`src/rtl/sfq_pkg.sv`:
```
package sfq_pkg;
  localparam int WORD_BYTES = 4;
  localparam int WORD_W     = 8 * WORD_BYTES;
  localparam int DIV_W      = 3;

  // offsets whose alias carries the byte count
  localparam logic [7:0] OFS_CFG = 8'h00;
  localparam logic [7:0] OFS_EN  = 8'h14;
  localparam logic [7:0] OFS_TX4 = 8'h1C;
  localparam logic [7:0] OFS_TX1 = 8'h80;
  localparam logic [7:0] OFS_TX2 = 8'h84;
  localparam logic [7:0] OFS_TX3 = 8'h88;

  typedef struct packed {
    logic             force_cs;
    logic             cs_lvl;
    logic [DIV_W-1:0] div;
    logic             cpha;
    logic             cpol;
    logic             master;
  } cfg_t;

  function automatic cfg_t unpack_cfg(input logic [WORD_W-1:0] w);
    cfg_t c;
    c.master   = w[0];
    c.cpol     = w[1];
    c.cpha     = w[2];
    c.div      = w[5:3];
    c.cs_lvl   = w[10];
    c.force_cs = w[14];
    return c;
  endfunction
endpackage

```
`src/rtl/sfq_fifo.sv`:
```
module sfq_fifo #(
  parameter int W     = 32,
  parameter int DEPTH = 4
) (
  input  logic         clk,
  input  logic         rst_n,
  input  logic         push,
  input  logic [W-1:0] wdata,
  input  logic         pop,
  output logic [W-1:0] rdata,
  output logic         empty,
  output logic         full
);
  localparam int AW = (DEPTH > 1) ? $clog2(DEPTH) : 1;
  localparam int CW = AW + 1;

  logic [W-1:0]  mem [DEPTH];
  logic [AW-1:0] wp_q, wp_d, rp_q, rp_d;
  logic [CW-1:0] cnt_q, cnt_d;
  logic          do_push, do_pop;

  assign empty   = (cnt_q == '0);
  assign full    = (cnt_q == CW'(DEPTH));
  assign do_push = push && !full;
  assign do_pop  = pop && !empty;
  assign rdata   = mem[rp_q];

  always_comb begin
    wp_d  = wp_q;
    rp_d  = rp_q;
    cnt_d = cnt_q;
    if (do_push) wp_d = (wp_q == AW'(DEPTH-1)) ? '0 : wp_q + 1'b1;
    if (do_pop)  rp_d = (rp_q == AW'(DEPTH-1)) ? '0 : rp_q + 1'b1;
    case ({do_push, do_pop})
      2'b10:   cnt_d = cnt_q + 1'b1;
      2'b01:   cnt_d = cnt_q - 1'b1;
      default: cnt_d = cnt_q;
    endcase
  end

  always_ff @(posedge clk or negedge rst_n) begin
    if (!rst_n) begin
      wp_q  <= '0;
      rp_q  <= '0;
      cnt_q <= '0;
    end else begin
      wp_q  <= wp_d;
      rp_q  <= rp_d;
      cnt_q <= cnt_d;
    end
  end

  always_ff @(posedge clk) begin
    if (do_push) mem[wp_q] <= wdata;
  end

  // the owner never pushes into a full queue, so nothing is overwritten
  p_push_room_r10: assert property (@(posedge clk) disable iff (!rst_n)
    push |-> !full);
  p_pop_data_r8: assert property (@(posedge clk) disable iff (!rst_n)
    pop |-> !empty);
endmodule

```
`src/rtl/sfq_sclk_gen.sv`:
```
module sfq_sclk_gen #(
  parameter int DIV_W = 3
) (
  input  logic             clk,
  input  logic             rst_n,
  input  logic             active,
  input  logic             cpol,
  input  logic [DIV_W-1:0] div,
  output logic             tick,
  output logic [3:0]       hp,
  output logic             sclk
);
  localparam int CNT_W = (1 << DIV_W) - 1;

  logic [CNT_W-1:0] dcnt_q, dcnt_d, lim;
  logic [3:0]       hp_q, hp_d;

  assign lim  = (CNT_W'(1) << div) - CNT_W'(1);
  assign tick = active && (dcnt_q == lim);
  assign hp   = hp_q;
  assign sclk = cpol ^ (active & hp_q[0]);

  always_comb begin
    dcnt_d = (!active || tick) ? '0 : dcnt_q + 1'b1;
    if (!active)   hp_d = '0;
    else if (tick) hp_d = hp_q + 1'b1;
    else           hp_d = hp_q;
  end

  always_ff @(posedge clk or negedge rst_n) begin
    if (!rst_n) begin
      dcnt_q <= '0;
      hp_q   <= '0;
    end else begin
      dcnt_q <= dcnt_d;
      hp_q   <= hp_d;
    end
  end

  // the half-period index moves only on a divider tick
  p_half_hold_r3: assert property (@(posedge clk) disable iff (!rst_n)
    (active && !tick) |=> $stable(hp_q));
endmodule

```
`src/rtl/sfq_word_engine.sv`:
```
module sfq_word_engine
  import sfq_pkg::*;
(
  input  logic              clk,
  input  logic              rst_n,
  input  logic              start,
  input  logic [WORD_W-1:0] wdata,
  input  logic [1:0]        nb_m1,
  input  logic              cpha,
  input  logic              tick,
  input  logic [3:0]        hp,
  input  logic              miso,
  output logic              busy,
  output logic              mosi,
  output logic              done,
  output logic [WORD_W-1:0] rx_word
);
  logic [WORD_W-1:0] data_q, data_d, acc_q, acc_d, acc_now;
  logic [1:0]        nb_q, nb_d, bidx_q, bidx_d, pad;
  logic [7:0]        rsh_q, rsh_d, cur_byte, new_byte;
  logic              busy_q, busy_d;
  logic              sample, byte_end, last;
  logic [3:0]        hp_adj;

  assign busy     = busy_q;
  assign cur_byte = data_q[8*bidx_q +: 8];
  assign sample   = tick && (hp[0] == cpha);
  assign byte_end = tick && (hp == 4'd15);
  assign last     = (bidx_q == nb_q);
  assign done     = busy_q && byte_end && last;
  assign new_byte = sample ? {rsh_q[6:0], miso} : rsh_q;
  assign hp_adj   = (cpha && hp != 4'd0) ? hp - 4'd1 : (cpha ? 4'd0 : hp);
  assign mosi     = busy_q & cur_byte[3'd7 - hp_adj[3:1]];
  assign pad      = 2'd3 - nb_q;

  always_comb begin
    acc_now = acc_q;
    acc_now[8*bidx_q +: 8] = new_byte;
  end
  assign rx_word = acc_now << {pad, 3'b000};

  always_comb begin
    data_d = data_q;
    nb_d   = nb_q;
    bidx_d = bidx_q;
    acc_d  = acc_q;
    rsh_d  = rsh_q;
    busy_d = busy_q;
    if (!busy_q) begin
      if (start) begin
        data_d = wdata;
        nb_d   = nb_m1;
        bidx_d = '0;
        acc_d  = '0;
        rsh_d  = '0;
        busy_d = 1'b1;
      end
    end else begin
      rsh_d = new_byte;
      if (byte_end) begin
        acc_d  = acc_now;
        bidx_d = bidx_q + 1'b1;
        if (last) busy_d = 1'b0;
      end
    end
  end

  always_ff @(posedge clk or negedge rst_n) begin
    if (!rst_n) begin
      data_q <= '0;
      nb_q   <= '0;
      bidx_q <= '0;
      acc_q  <= '0;
      rsh_q  <= '0;
      busy_q <= 1'b0;
    end else begin
      data_q <= data_d;
      nb_q   <= nb_d;
      bidx_q <= bidx_d;
      acc_q  <= acc_d;
      rsh_q  <= rsh_d;
      busy_q <= busy_d;
    end
  end

  // a word never shifts more bytes than its alias granted
  p_byte_bound_r1: assert property (@(posedge clk) disable iff (!rst_n)
    busy_q |-> (bidx_q <= nb_q));
  // a finished word frees the engine on the next cycle
  p_done_frees_r8: assert property (@(posedge clk) disable iff (!rst_n)
    done |=> !busy_q);
endmodule

```
`src/rtl/sfq_engine.sv`:
```
module sfq_engine
  import sfq_pkg::*;
#(
  parameter int ADDR_W   = 8,
  parameter int TX_DEPTH = 8,
  parameter int RX_DEPTH = 4
) (
  input  logic              clk,
  input  logic              rst_n,
  input  logic              wr_en,
  input  logic [ADDR_W-1:0] wr_addr,
  input  logic [31:0]       wr_data,
  input  logic              rx_pop,
  output logic [31:0]       rx_data,
  output logic              rx_valid,
  output logic              tx_full,
  output logic              sclk,
  output logic              cs_n,
  output logic              mosi,
  input  logic              miso,
  output logic              tx_underflow,
  output logic              rx_overflow
);
  localparam int TXE_W = WORD_W + 2;

  logic [1:0]        rst_sync_q;
  logic              rst_i;
  cfg_t              cfg_q, cfg_d;
  logic              en_q, en_d;
  logic              hit_cfg, hit_en, hit_tx;
  logic [1:0]        wr_nb_m1;
  logic              tx_push, tx_empty, rx_full, rx_empty, rx_push;
  logic [TXE_W-1:0]  tx_head;
  logic              run, eng_start, eng_busy, eng_done, eng_mosi;
  logic [WORD_W-1:0] eng_rx;
  logic              tick, gen_sclk;
  logic [3:0]        hp;
  logic              unf_q, unf_d, ovf_q, ovf_d;

  // reset: asserted at once, released on the clock
  always_ff @(posedge clk or negedge rst_n) begin
    if (!rst_n) rst_sync_q <= 2'b00;
    else        rst_sync_q <= {rst_sync_q[0], 1'b1};
  end
  assign rst_i = rst_sync_q[1];

  // register and alias decode
  always_comb begin
    hit_cfg  = wr_en && (wr_addr == ADDR_W'(OFS_CFG));
    hit_en   = wr_en && (wr_addr == ADDR_W'(OFS_EN));
    hit_tx   = 1'b0;
    wr_nb_m1 = 2'd3;
    if (wr_en) begin
      case (wr_addr)
        ADDR_W'(OFS_TX4): begin hit_tx = 1'b1; wr_nb_m1 = 2'd3; end
        ADDR_W'(OFS_TX1): begin hit_tx = 1'b1; wr_nb_m1 = 2'd0; end
        ADDR_W'(OFS_TX2): begin hit_tx = 1'b1; wr_nb_m1 = 2'd1; end
        ADDR_W'(OFS_TX3): begin hit_tx = 1'b1; wr_nb_m1 = 2'd2; end
        default:          hit_tx = 1'b0;
      endcase
    end
    cfg_d = hit_cfg ? unpack_cfg(wr_data) : cfg_q;
    en_d  = hit_en ? wr_data[0] : en_q;
  end
  assign tx_push = hit_tx && !tx_full;

  always_ff @(posedge clk or negedge rst_i) begin
    if (!rst_i) begin
      cfg_q <= '{force_cs: 1'b0, cs_lvl: 1'b1, div: '0,
                 cpha: 1'b0, cpol: 1'b0, master: 1'b0};
      en_q  <= 1'b0;
    end else begin
      if (hit_cfg) cfg_q <= cfg_d;
      if (hit_en)  en_q  <= en_d;
    end
  end

  sfq_fifo #(.W(TXE_W), .DEPTH(TX_DEPTH)) u_txq (
    .clk(clk), .rst_n(rst_i), .push(tx_push), .wdata({wr_nb_m1, wr_data}),
    .pop(eng_start), .rdata(tx_head), .empty(tx_empty), .full(tx_full));

  // sequencing
  assign run       = en_q && cfg_q.master;
  assign eng_start = run && !eng_busy && !tx_empty;
  assign rx_push   = eng_done && !rx_full;

  sfq_sclk_gen #(.DIV_W(DIV_W)) u_clk (
    .clk(clk), .rst_n(rst_i), .active(eng_busy), .cpol(cfg_q.cpol),
    .div(cfg_q.div), .tick(tick), .hp(hp), .sclk(gen_sclk));

  sfq_word_engine u_word (
    .clk(clk), .rst_n(rst_i), .start(eng_start),
    .wdata(tx_head[WORD_W-1:0]), .nb_m1(tx_head[TXE_W-1 -: 2]),
    .cpha(cfg_q.cpha), .tick(tick), .hp(hp), .miso(miso),
    .busy(eng_busy), .mosi(eng_mosi), .done(eng_done), .rx_word(eng_rx));

  sfq_fifo #(.W(WORD_W), .DEPTH(RX_DEPTH)) u_rxq (
    .clk(clk), .rst_n(rst_i), .push(rx_push), .wdata(eng_rx),
    .pop(rx_pop && !rx_empty), .rdata(rx_data), .empty(rx_empty),
    .full(rx_full));

  // events
  always_comb begin
    unf_d = eng_done && tx_empty && cfg_q.force_cs && !cfg_q.cs_lvl;
    ovf_d = eng_done && rx_full;
  end

  always_ff @(posedge clk or negedge rst_i) begin
    if (!rst_i) begin
      unf_q <= 1'b0;
      ovf_q <= 1'b0;
    end else begin
      unf_q <= unf_d;
      ovf_q <= ovf_d;
    end
  end

  assign rx_valid     = !rx_empty;
  assign sclk         = gen_sclk;
  assign mosi         = eng_mosi;
  assign cs_n         = cfg_q.force_cs ? cfg_q.cs_lvl : !eng_busy;
  assign tx_underflow = unf_q;
  assign rx_overflow  = ovf_q;

  // idle clock level
  p_sclk_idle_r4: assert property (@(posedge clk) disable iff (!rst_i)
    !eng_busy |-> (sclk == cfg_q.cpol));
  // forced chip select holds across word gaps
  p_cs_hold_r6: assert property (@(posedge clk) disable iff (!rst_i)
    (cfg_q.force_cs && $stable(cfg_q)) |-> $stable(cs_n));
  // a word only begins while the engine is enabled as master
  p_start_gated_r7: assert property (@(posedge clk) disable iff (!rst_i)
    (eng_busy && !$past(eng_busy)) |-> $past(en_q && cfg_q.master));
  // underflow only follows a word finishing with nothing queued
  p_unf_cause_r9: assert property (@(posedge clk) disable iff (!rst_i)
    tx_underflow |-> $past(eng_done && tx_empty));
  // overflow only when the receive queue had no room
  p_ovf_cause_r10: assert property (@(posedge clk) disable iff (!rst_i)
    rx_overflow |-> $past(rx_full));
endmodule

```
`config.mk`:
```
export PLATFORM = sky130hd
export DESIGN_NAME = sfq_engine
export DESIGN_NICKNAME = d
export VERILOG_FILES = /design/src/rtl/sfq_pkg.sv /design/src/rtl/sfq_fifo.sv /design/src/rtl/sfq_sclk_gen.sv /design/src/rtl/sfq_word_engine.sv /design/src/rtl/sfq_engine.sv
export SDC_FILE = /design/constraint.sdc
export NUM_CORES = 1
export LEC_CHECK = 0
export ABC_CLOCK_PERIOD_IN_PS = 3900
export BUFFER_PORTS_ARGS = -buffer_cell sky130_fd_sc_hd__buf_4
export CORE_UTILIZATION = 55
export CTS_CLUSTER_DIAMETER = 30
export DETAILED_ROUTE_END_ITERATION = 12
export PLACE_DENSITY = 0.8
export SLEW_MARGIN = 40
export SYNTH_ARGS = -nofsm -noshare
export SYNTH_HDL_FRONTEND = slang
export SYNTH_SLANG_ARGS = --single-unit
```
`constraint.sdc`:
```
create_clock -name clk -period 3.9 [get_ports clk]
set_clock_uncertainty 0.05 [all_clocks]
set_input_delay 0 -clock clk [delete_from_list [all_inputs] [get_ports clk]]
set_output_delay 0 -clock clk [all_outputs]
set_load 0.005 [all_outputs]
```
---- Yosys cells after proc, flatten, opt, wreduce, memory -nomap -nowiden ----
Memory sizes are Yosys's and may differ from the RTL's. A register that Yosys moved wholly into a read port is not among the register bits.
Cells that the tools add are included.
storage, ports and cells
  input bits .............................. 45
  memories ................................ 2
  register bits after elaboration ......... 84
  bits in writable memories ............... 400
  word-level logic and storage cells ...... 147
cells by class
  mux-type cells .......................... 36
  magnitude comparators ................... 1
  add/subtract/negate cells ............... 16
  equality and inequality tests ........... 21
  bitwise gates (word level) .............. 4
  shifts and indexed selects .............. 5
  reductions and logical operators ........ 40
memories
  name       depth  width  rd ports  clocked after memory_dff  write ports  line            text
  u_txq.mem  8      34     1         1                         1            sfq_fifo.sv:17  logic [W-1:0] mem [DEPTH];
  u_rxq.mem  4      32     1         0                         1            sfq_fifo.sv:17
operators by type and width
  kind                                                    number
  two-way mux 32 bit                                      3
  negation 5 -> 34 bit                                    1
  variable shift 8 x 34 -> 32 bit (first input constant)  1
  variable part select 8 x 34 -> 32 bit                   1
  bitwise mux 32 bit                                      1
  variable part select 32 x 6 -> 8 bit                    1
  << shifter 32 x 5 -> 32 bit                             1
  equality test 8 bit (second input constant)             3
  two-way mux 8 bit                                       3
  logical AND 1 bit                                       22
  equality test 8 x 5 -> 1 bit (second input constant)    2
  two-way mux 4 bit                                       4
  two-way mux 1 bit                                       12
  two-way mux 2 bit                                       6
  adder 3 x 1 -> 3 bit (second input constant)            3
  equality test 3 bit (second input constant)             3
  adder 4 x 1 -> 4 bit (second input constant)            2
  equality test 2 bit (second input constant)             4
  equality test 4 bit (second input constant)             2
  zero test 8 bit                                         1
  one-hot mux 4 bit (2 select lines)                      1
  subtractor 4 x 1 -> 4 bit (second input constant)       2
  adder 7 x 1 -> 7 bit (second input constant)            1
  equality test 7 bit                                     1
  other kinds (27)                                        42

---- Logic depth before layout (Yosys ltp) ----
Gate-level depths: netlist of the first run.
  depth after elaboration ................. 11
  gate-level depth with buffers ........... 15

---- Modules after synthesis ----
From an unflattened synthesis of the first run, not the netlist that was laid out.
second synthesis, totals
  cells, all modules ...................... 1,234
  area total of the unflattened synthesis .. 22,185.0 sq um
modules (own cells, without submodules)
  module            cells an instance  times used  seq. area each (sq um)  area an instance (sq um)
  sfq_fifo (u_txq)  462                1           8,418.1                 11,174.5
  sfq_fifo (u_rxq)  208                1           4,018.9                 5,116.2
  sfq_word_engine   447                1           1,926.8                 4,624.4
  sfq_sclk_gen      73                 1           275.3                   681.9
  sfq_engine        44                 1           326.6                   588.1

---- Least setup slack after synthesis of the first run ----
OpenSTA, ideal clock, no wires.
  path kind ............................... register to register
  start ................................... register u_txq.cnt_q[3]
  end ..................................... memory u_txq.mem[2][0] (netlist name) (enable)
  path buffers ............................ 1
  setup time .............................. 475 ps
  data required time ...................... 3,375 ps
  setup slack ............................. -559 ps
  data arrival time ....................... 3,935 ps
  stages on the path, launching flop included .. 6
  cells stage by stage .................... dfrtp_1 > nor4b_1 > or3_1 > clkbuf_1 > or2_2 > nor3b_1
between the ends
  longest elaborated chain between the ends .. 6
ends and longest elaborated chain
  element                                      line                              text
  from (decl)                                  sfq_fifo.sv:19                    logic [CW-1:0] cnt_q, cnt_d;
  from (signal assigned)                       sfq_fifo.sv:49                    cnt_q <= cnt_d;
  equality test 4 bit (*)                      sfq_fifo.sv:23                    assign full = (cnt_q == CW'(DEPTH));
  via tx_full                                  sfq_engine.sv:16                  output logic tx_full,
  zero test 1 bit (*)                          sfq_fifo.sv:24, sfq_engine.sv:65
  logical AND 1 bit                            sfq_engine.sv:65                  assign tx_push = hit_tx && !tx_full;
  logical AND 1 bit (*)                        sfq_fifo.sv:24                    assign do_push = push && !full;
  two-way mux 1 bit (*)                        sfq_fifo.sv:54                    if (do_push) mem[wp_q] <= wdata;
  two-way mux 1 bit (implied by the code) (*)  sfq_fifo.sv:54
  to (decl)                                    sfq_fifo.sv:17
The timed path passes the listed nets; every way through them passes the cells marked *.

---- Final worst setup path of the first run ----
  start ................................... register cfg_q[3] (netlist name)
  end ..................................... memory u_rxq.mem[0][26] (data pin)
between the ends
  longest elaborated chain between the ends .. 9
ends and longest elaborated chain
  element                                line                   text
  from (decl)                            sfq_engine.sv:28       cfg_t cfg_q, cfg_d;
  from (signal assigned)                 sfq_engine.sv:69       cfg_q <= '{force_cs: 1'b0, cs_lvl: 1'b1, div: '0,
  from (signal assigned)                 sfq_engine.sv:73       if (hit_cfg) cfg_q <= cfg_d;
  << shifter 1 x 3 -> 7 bit              sfq_sclk_gen.sv:18     assign lim = (CNT_W'(1) << div) - CNT_W'(1);
  subtractor 7 x 2 -> 7 bit              sfq_sclk_gen.sv:18
  equality test 7 bit                    sfq_sclk_gen.sv:19     assign tick = active && (dcnt_q == lim);
  logical AND 1 bit                      sfq_sclk_gen.sv:19
  logical AND 1 bit                      sfq_word_engine.sv:27  assign sample = tick && (hp[0] == cpha);
  two-way mux 8 bit                      sfq_word_engine.sv:31  assign new_byte = sample ? {rsh_q[6:0], miso} : rsh_q;
  variable part select 8 x 34 -> 32 bit  sfq_word_engine.sv:38  acc_now[8*bidx_q +: 8] = new_byte;
  bitwise mux 32 bit                     sfq_word_engine.sv:38
  << shifter 32 x 5 -> 32 bit            sfq_word_engine.sv:40  assign rx_word = acc_now << {pad, 3'b000};
  via eng_rx[26]                         sfq_engine.sv:35       logic [WORD_W-1:0] eng_rx;
  to (decl)                              sfq_fifo.sv:17
The timed path passes the listed nets, and every way through them passes these cells.

==> results of run 1 <==
[cell type report]
class	count	area [um2]	share of cell area [%]
clock inverters	80	937	3.46
inverters	22	82.6	0.305
flip-flops and latches	518	15000	55.3
repair buffers	170	1490	5.49
diodes	1	2.50	0.00923
multi-input cells	699	6370	23.5
well taps	518	648	2.39
clock buffers	109	2600	9.58
[flip-flops by register name (all words and copies together) (netlist names), 2 cells and up]
| name | cells |
|---|---|
| rst_sync_q | 2 |
| u_word.rsh_q | 8 |
| u_rxq.wp_q | 2 |
| u_word.data_q | 32 |
| cfg_q | 8 |
| u_txq.wp_q | 3 |
| u_word.nb_q | 2 |
| u_txq.cnt_q | 4 |
| u_clk.hp | 4 |
| u_word.acc_q | 32 |
| u_txq.mem | 272 |
| u_txq.rp_q | 3 |
| u_clk.dcnt_q | 7 |
| u_rxq.cnt_q | 3 |
| u_word.bidx_q | 2 |
| u_rxq.rp_q | 2 |
| u_rxq.mem | 128 |
[routing by layer]
layer / wire [um] / vias up / part of all wire [%] / track usage, %
met5: 0 / - / 0 / 0
li1: - / 5617 / - / -
met2: 27000 / 656 / 52 / 45.4
met4: 1810 / 0 / 3.5 / 11.9
met3: 3420 / 146 / 6.6 / 4.88
met1: 19200 / 6690 / 37 / 32.1
[through the flow]
step                cells  hold WS, ns
finish               2117        0.115
global route         2117        0.105
CTS                  2116       0.0832
detailed placement   1884       -0.267
global placement     1883       -0.268
floorplan            1313       -0.346
[path summary, 6_finish.rpt]
path,from,to,slack [ns],depth (start not counted)
setup reg to reg,cfg_q[3],u_rxq.mem[0][26],0.40,7
hold reg to reg,rst_sync_q[1],cfg_q[0],0.25,0
min in group asynchronous,rst_n,rst_sync_q[1],0.22,3
max in group asynchronous,rst_sync_q[1],cfg_q[6],2.55,2
setup / recovery,cfg_q[3],u_rxq.mem[0][26],0.40,7
hold / removal,wr_data[31],u_txq.mem[1][31],0.11,2
[what timing repair did]
action,4_1_cts,5_1_grt
hold endpoints to repair,291,0
buffers inserted,0,0
hold buffers,43,0
[synthesized netlist by cell type, drive strengths merged (15+ instances only)]
cell type	instances
nand3	41
buf	24
nor3	28
inv	20
a21oi	17
a31oi	15
nor2	40
nand2	108
nor4	23
ha	21
mux2	22
nor2b	20
dfrtp	117
clkbuf	50
edfxtp	400
mux4	108
mux2i	42
o21ai	69
[report_power, final]
| part | total (uW) | internal (uW) | switching, uW |
|---|---|---|---|
| sequential | 6570 | 6220 | 345 |
| clock | 8840 | 5870 | 2980 |
| combinational | 2600 | 1130 | 1470 |
| total | 18000 | 13200 | 4790 |
[kinds of logic after synthesis]
kind of cell               after synthesis  share of synthesized area [%]
and+or+nand+nor                        315                           7.32
AOI/OAI and AO/OA                      170                           5.27
DFF                                    518                           69.1
buffers and inverters                   96                           1.77
muxes                                  172                           14.4
xor gates and xnor gates                18                          0.728
adders and majority gates               23                           1.40
other                                    1                         0.0173
[worst max-delay path, delay by kind of cell (launching register included)]
kind               cells  cell delay (ns)
and+or+nand+nor        3             1.20
DFF                    1             0.46
AOI/OAI and AO/OA      4             1.49
==> out/qor.yml, run 1 <==
sta:
  tightest_slew_ns: 0.830
  hold_viol: 0
  finalCritPeriodShare_pct: 89.6
  final-setup-viol-count: 0
  fin_setup_tns_ns: 0
  max_slew_margin_pct: 44.6
  rsz0062_at_grt: "false"
  fin_crit_ns: 3.50
  timing.fmax_ghz: 0.286
  fin_ws_ns: 0.405
  slew_viol_final: 0
yosys:
  synth_top_cell_area_share_pct: 55.5
  ys.flop_type: "edfxtp_1"
  synth_cell_types: 63
  yosys.area.top_type: "edfxtp_1"
  syn_inst: 1313
  avgSynthCellArea_um2: 16.5
  syn-num-nets: 1381
  synth-edff-count: 400
  async_flop_share_pct: 22.8
  synth_area_leaders: "edfxtp_1, dfrtp_1, mux4_2, mux2i_1, nand2_1"
  synth-seq-area-share_pct: 69.1
  synth-seq-cells: 518
  synth_area_mm2: 0.0216
  yosys_warnings: 0
clock_tree:
  cts_tree: "yes"
  cts.sinks: 518
  cts_max_level: 3
  root_buffer: "clkbuf_16"
  path_clk_slew_ns: 0.05
  cts_inserted_buffers: 100
  cts-resized-gates: 0
  clkLatencyLatePin_ns: 0.62
  cts_buffer_depth: 3
finish:
  area_growth_pct: 25.3
  final_area_mm2: 0.0271
  final_cell_mix: "edfxtp_1, buf_4, dfrtp_1"
  num-fill-cells: 2322
  utilization_pct: 70.0
  final_common_cell: "edfxtp_1"
  drive_gt1_share_pct: 29.2
  nets: 1579
worst_setup_path:
  required_ns: 4.17
  crit_slowest_cell: "a32oi_4"
  path_max_fanout: 16
  slowest_delay_ns: 0.57
  path_class: "flip-flop to flip-flop"
  endpoint_kind: "flip-flop"
  cp_cell_sequence: "or3_1 -> or3_4 -> a32oi_4 -> a31oi_1 -> nor3_1 -> a22oi_1 -> a221o_1"
  cp.arrival_ns: 3.77
  startpoint_type: "flip-flop"
die:
  fp.dieArea_mm2: 0.0402
  rows: 72
  core_mm2: 0.0387
  start_util_pct: 55.9
  die_height_um: 200
  die_w_um: 200
  io_pins: 84
pwr:
  power_uw: 18000
  vdd_drop_max_mv: 0.644
  powerDensity_mw_per_mm2: 664
  p_leak_uw: 0.00975
global_routing:
  first_global_vias: 13700
  grtUsageTotal_pct: 26.2
  antenna_found_initial: 1
  grt_start_max_net_pins: 116
  grt_remaining_overflow: 0
  grt_pass1_wl_mm: 79.4
route:
  routedWlPerCell_um: 24.3
  drtIter0Drc: 1326
  drtPass1Iterations: 5
  drc: 0
  via_count: 13100
  vias_per_cell: 6.19
  wl_mm: 51.4
  final_antenna_net_count: 0
flow_run:
  cap_viol_max_count: 0
place:
  dp_hpwl_mm: 28.2
  dpl_cell_area_mm2: 0.0231
  dp_slack_ns: 0.466
  place_congestion: 0.952
  port_buffers: 83
hold_path:
  hp-class: "input port to flip-flop"
status:
  status: "complete, no violations"
Note: power is estimated with default switching activity, not from simulation.
==> run 2, diff against run 1 <==
--- a/config.mk
+++ b/config.mk
@@ -10,6 +10,7 @@
 export CORE_UTILIZATION = 55
 export CTS_CLUSTER_DIAMETER = 30
 export DETAILED_ROUTE_END_ITERATION = 12
+export HOLD_SLACK_MARGIN = 0.12
 export PLACE_DENSITY = 0.8
 export SLEW_MARGIN = 40
 export SYNTH_ARGS = -nofsm -noshare
==> run 2 against run 1 <==
Compared with the run above:
- worst hold slack better by 0.022 ns
- cell area is 0.96% higher
- core utilization is 0.67 points higher
- largest cell class unchanged
- die area stayed put
- sequential share of layout area is 0.53 points lower
- register-to-register slack worse by 0.03 ns
- first-iteration DRC count is 6.3% lower
- routed wire length is 3.4% higher
- final cell count is 1.2% higher
- global-route usage is 0.91 points higher
==> out/qor.yml, run 2 (synthesis gave the netlist of run 1 again) <==
clock_tree:
  cts_max_level: 3  # unchanged
  root_buffer: "clkbuf_16"  # unchanged
  path_clk_slew_ns: 0.05  # about the same
  cts_inserted_buffers: 100  # unchanged
  clkLatencyLatePin_ns: 0.62  # about the same
  cts_setup_buffers: 0  # unchanged
  cts_buffer_depth: 3  # unchanged
  cts-resized-gates: 0  # unchanged
  cts.sinks: 518  # unchanged
  cts_hold_buf: 69  # was 43
  cts_tree: "yes"  # unchanged
worst_setup_path:
  cp.arrival_ns: 3.80  # was 3.77 ns
  path_max_fanout: 16  # unchanged
  cp_cell_sequence: "or3_1 -> or3_4 -> a32oi_4 -> a31oi_1 -> nor3_1 -> a22oi_1 -> a221o_1"  # unchanged
  slowest_delay_ns: 0.58  # was 0.57 ns
  required_ns: 4.17  # about the same
  path_class: "flip-flop to flip-flop"  # unchanged
  endpoint_kind: "flip-flop"  # unchanged
  cp_num_buf_inv: 0  # unchanged
  crit_slowest_cell: "a32oi_4"  # unchanged
  crit_family: "compound AO/OA/AOI/OAI gates"  # unchanged
  startpoint_type: "flip-flop"  # unchanged
route:
  via_count: 13200  # was 13100
  final_antenna_net_count: 0  # unchanged
  drtIter0Drc: 1243  # was 1326
  drc: 0  # unchanged
  drtPass1Iterations: 5  # unchanged
  wl_mm: 53.2  # was 51.4 mm
  vias_per_cell: 6.15  # was 6.19
  routedWlPerCell_um: 24.8  # was 24.3 um
die:
  start_util_pct: 55.9  # unchanged
  io_pins: 84  # unchanged
  core_mm2: 0.0387  # unchanged
  die_w_um: 200  # unchanged
  fp.dieArea_mm2: 0.0402  # unchanged
  die_height_um: 200  # unchanged
  rows: 72  # unchanged
finish:
  largest_reg_flops: 272  # unchanged
  final_cell_mix: "edfxtp_1, buf_4, dfrtp_1"  # unchanged
  area_growth_pct: 26.5  # was 25.3%
  final_common_cell: "edfxtp_1"  # unchanged
  num-fill-cells: 2304  # was 2322
  largestRegisters: "u_txq.mem (272), u_rxq.mem (128)"  # unchanged
  drive_gt1_share_pct: 28.7  # was 29.2%
  nets: 1605  # was 1579
  regMostFlops: "u_txq.mem"  # unchanged
sta:
  final-setup-viol-count: 0  # unchanged
  max_slew_margin_pct: 43.9  # was 44.6%
  hold_viol: 0  # unchanged
  timing.fmax_ghz: 0.283  # was 0.286 GHz
  tightest_slew_ns: 0.841  # was 0.830 ns
  fin_setup_tns_ns: 0  # unchanged
  slew_viol_final: 0  # unchanged
  rsz0062_at_grt: "false"  # unchanged
  finalCritPeriodShare_pct: 90.5  # was 89.6%
  fin_crit_ns: 3.53  # was 3.50 ns
global_routing:
  first_global_vias: 14000  # was 13700
  antenna_found_initial: 2  # was 1
  grt_remaining_overflow: 0  # unchanged
  grt_start_max_net_pins: 116  # unchanged
  grtUsageTotal_pct: 27.1  # was 26.2%
  grt_pass1_wl_mm: 82.0  # was 79.4 mm
place:
  dp_hpwl_mm: 28.2  # unchanged
  port_buffers: 83  # unchanged
  place_congestion: 0.952  # unchanged
pwr:
  vdd_drop_max_mv: 0.474  # was 0.644 mV
  powerDensity_mw_per_mm2: 659  # was 664 mW/mm2
  p_leak_uw: 0.00986  # was 0.00975 uW
  power_uw: 18000  # about the same
hold_path:
  hp-class: "input port to flip-flop"  # unchanged
flow_run:
  cap_viol_max_count: 0  # unchanged
status:
  status: "complete, no violations"  # unchanged
-- run 2: power by group --
part	internal [uW]	leakage, uW	switching [uW]
registers	6220	0.00521	344
logic	1140	0.00296	1480
clock network	5870	0.00169	2990
total	13200	0.00986	4810
-- run 2: final cells by class --
| type | count | area [um2] | area share (%) |
|---|---|---|---|
| diodes | 1 | 2.50 | 0.00914 |
| clock buffers | 109 | 2600 | 9.49 |
| clock inverters | 80 | 937 | 3.42 |
| inverters | 22 | 82.6 | 0.302 |
| multi-input cells | 699 | 6370 | 23.3 |
| flip-flops and latches | 518 | 15000 | 54.7 |
| well taps | 518 | 648 | 2.37 |
| repair buffers | 196 | 1750 | 6.39 |
-- run 2: worst paths after layout --
path / end / startpoint / slack, ns / depth (start not counted)
setup reg to reg: u_rxq.mem[0][26] / cfg_q[3] / 0.37 / 7
max in group asynchronous: cfg_q[6] / rst_sync_q[1] / 2.54 / 2
hold reg to reg: cfg_q[0] / rst_sync_q[1] / 0.25 / 0
min in group asynchronous: rst_sync_q[1] / rst_n / 0.22 / 3
setup / recovery: u_rxq.mem[0][26] / cfg_q[3] / 0.37 / 7
hold / removal: u_txq.mem[6][12] / wr_data[12] / 0.14 / 2
-- run 2: worst register-to-register path, delay by kind of cell (launching register included) --
kind               cells  cell delay, ns
AOI/OAI and AO/OA      4            1.53
DFF                    1            0.46
and+or+nand+nor        3            1.20
-- run 2: metal layers --
metal,vias to the layer above,part of all wire (%),track usage [%]
met3,141,6.3,5.43
li1,5662,-,-
met2,619,53,47.1
met1,6754,37,32.9
met5,-,0.015,0
met4,2,3.5,12.1
-- run 2: through the flow --
step	utilization [%]	instance area [um2]	hold WS, ns	setup WS [ns]	instances
6_report	70.7	27400	0.137	0.371	2143
5_1_grt	70.7	27400	0.141	0.225	2143
3_3_place_gp	59.7	23100	-0.268	0.555	1883
2_1_floorplan	-	21700	-0.346	-0.392	1313
4_1_cts	70.7	27400	0.123	0.439	2142
3_5_place_dp	59.7	23100	-0.267	0.466	1884
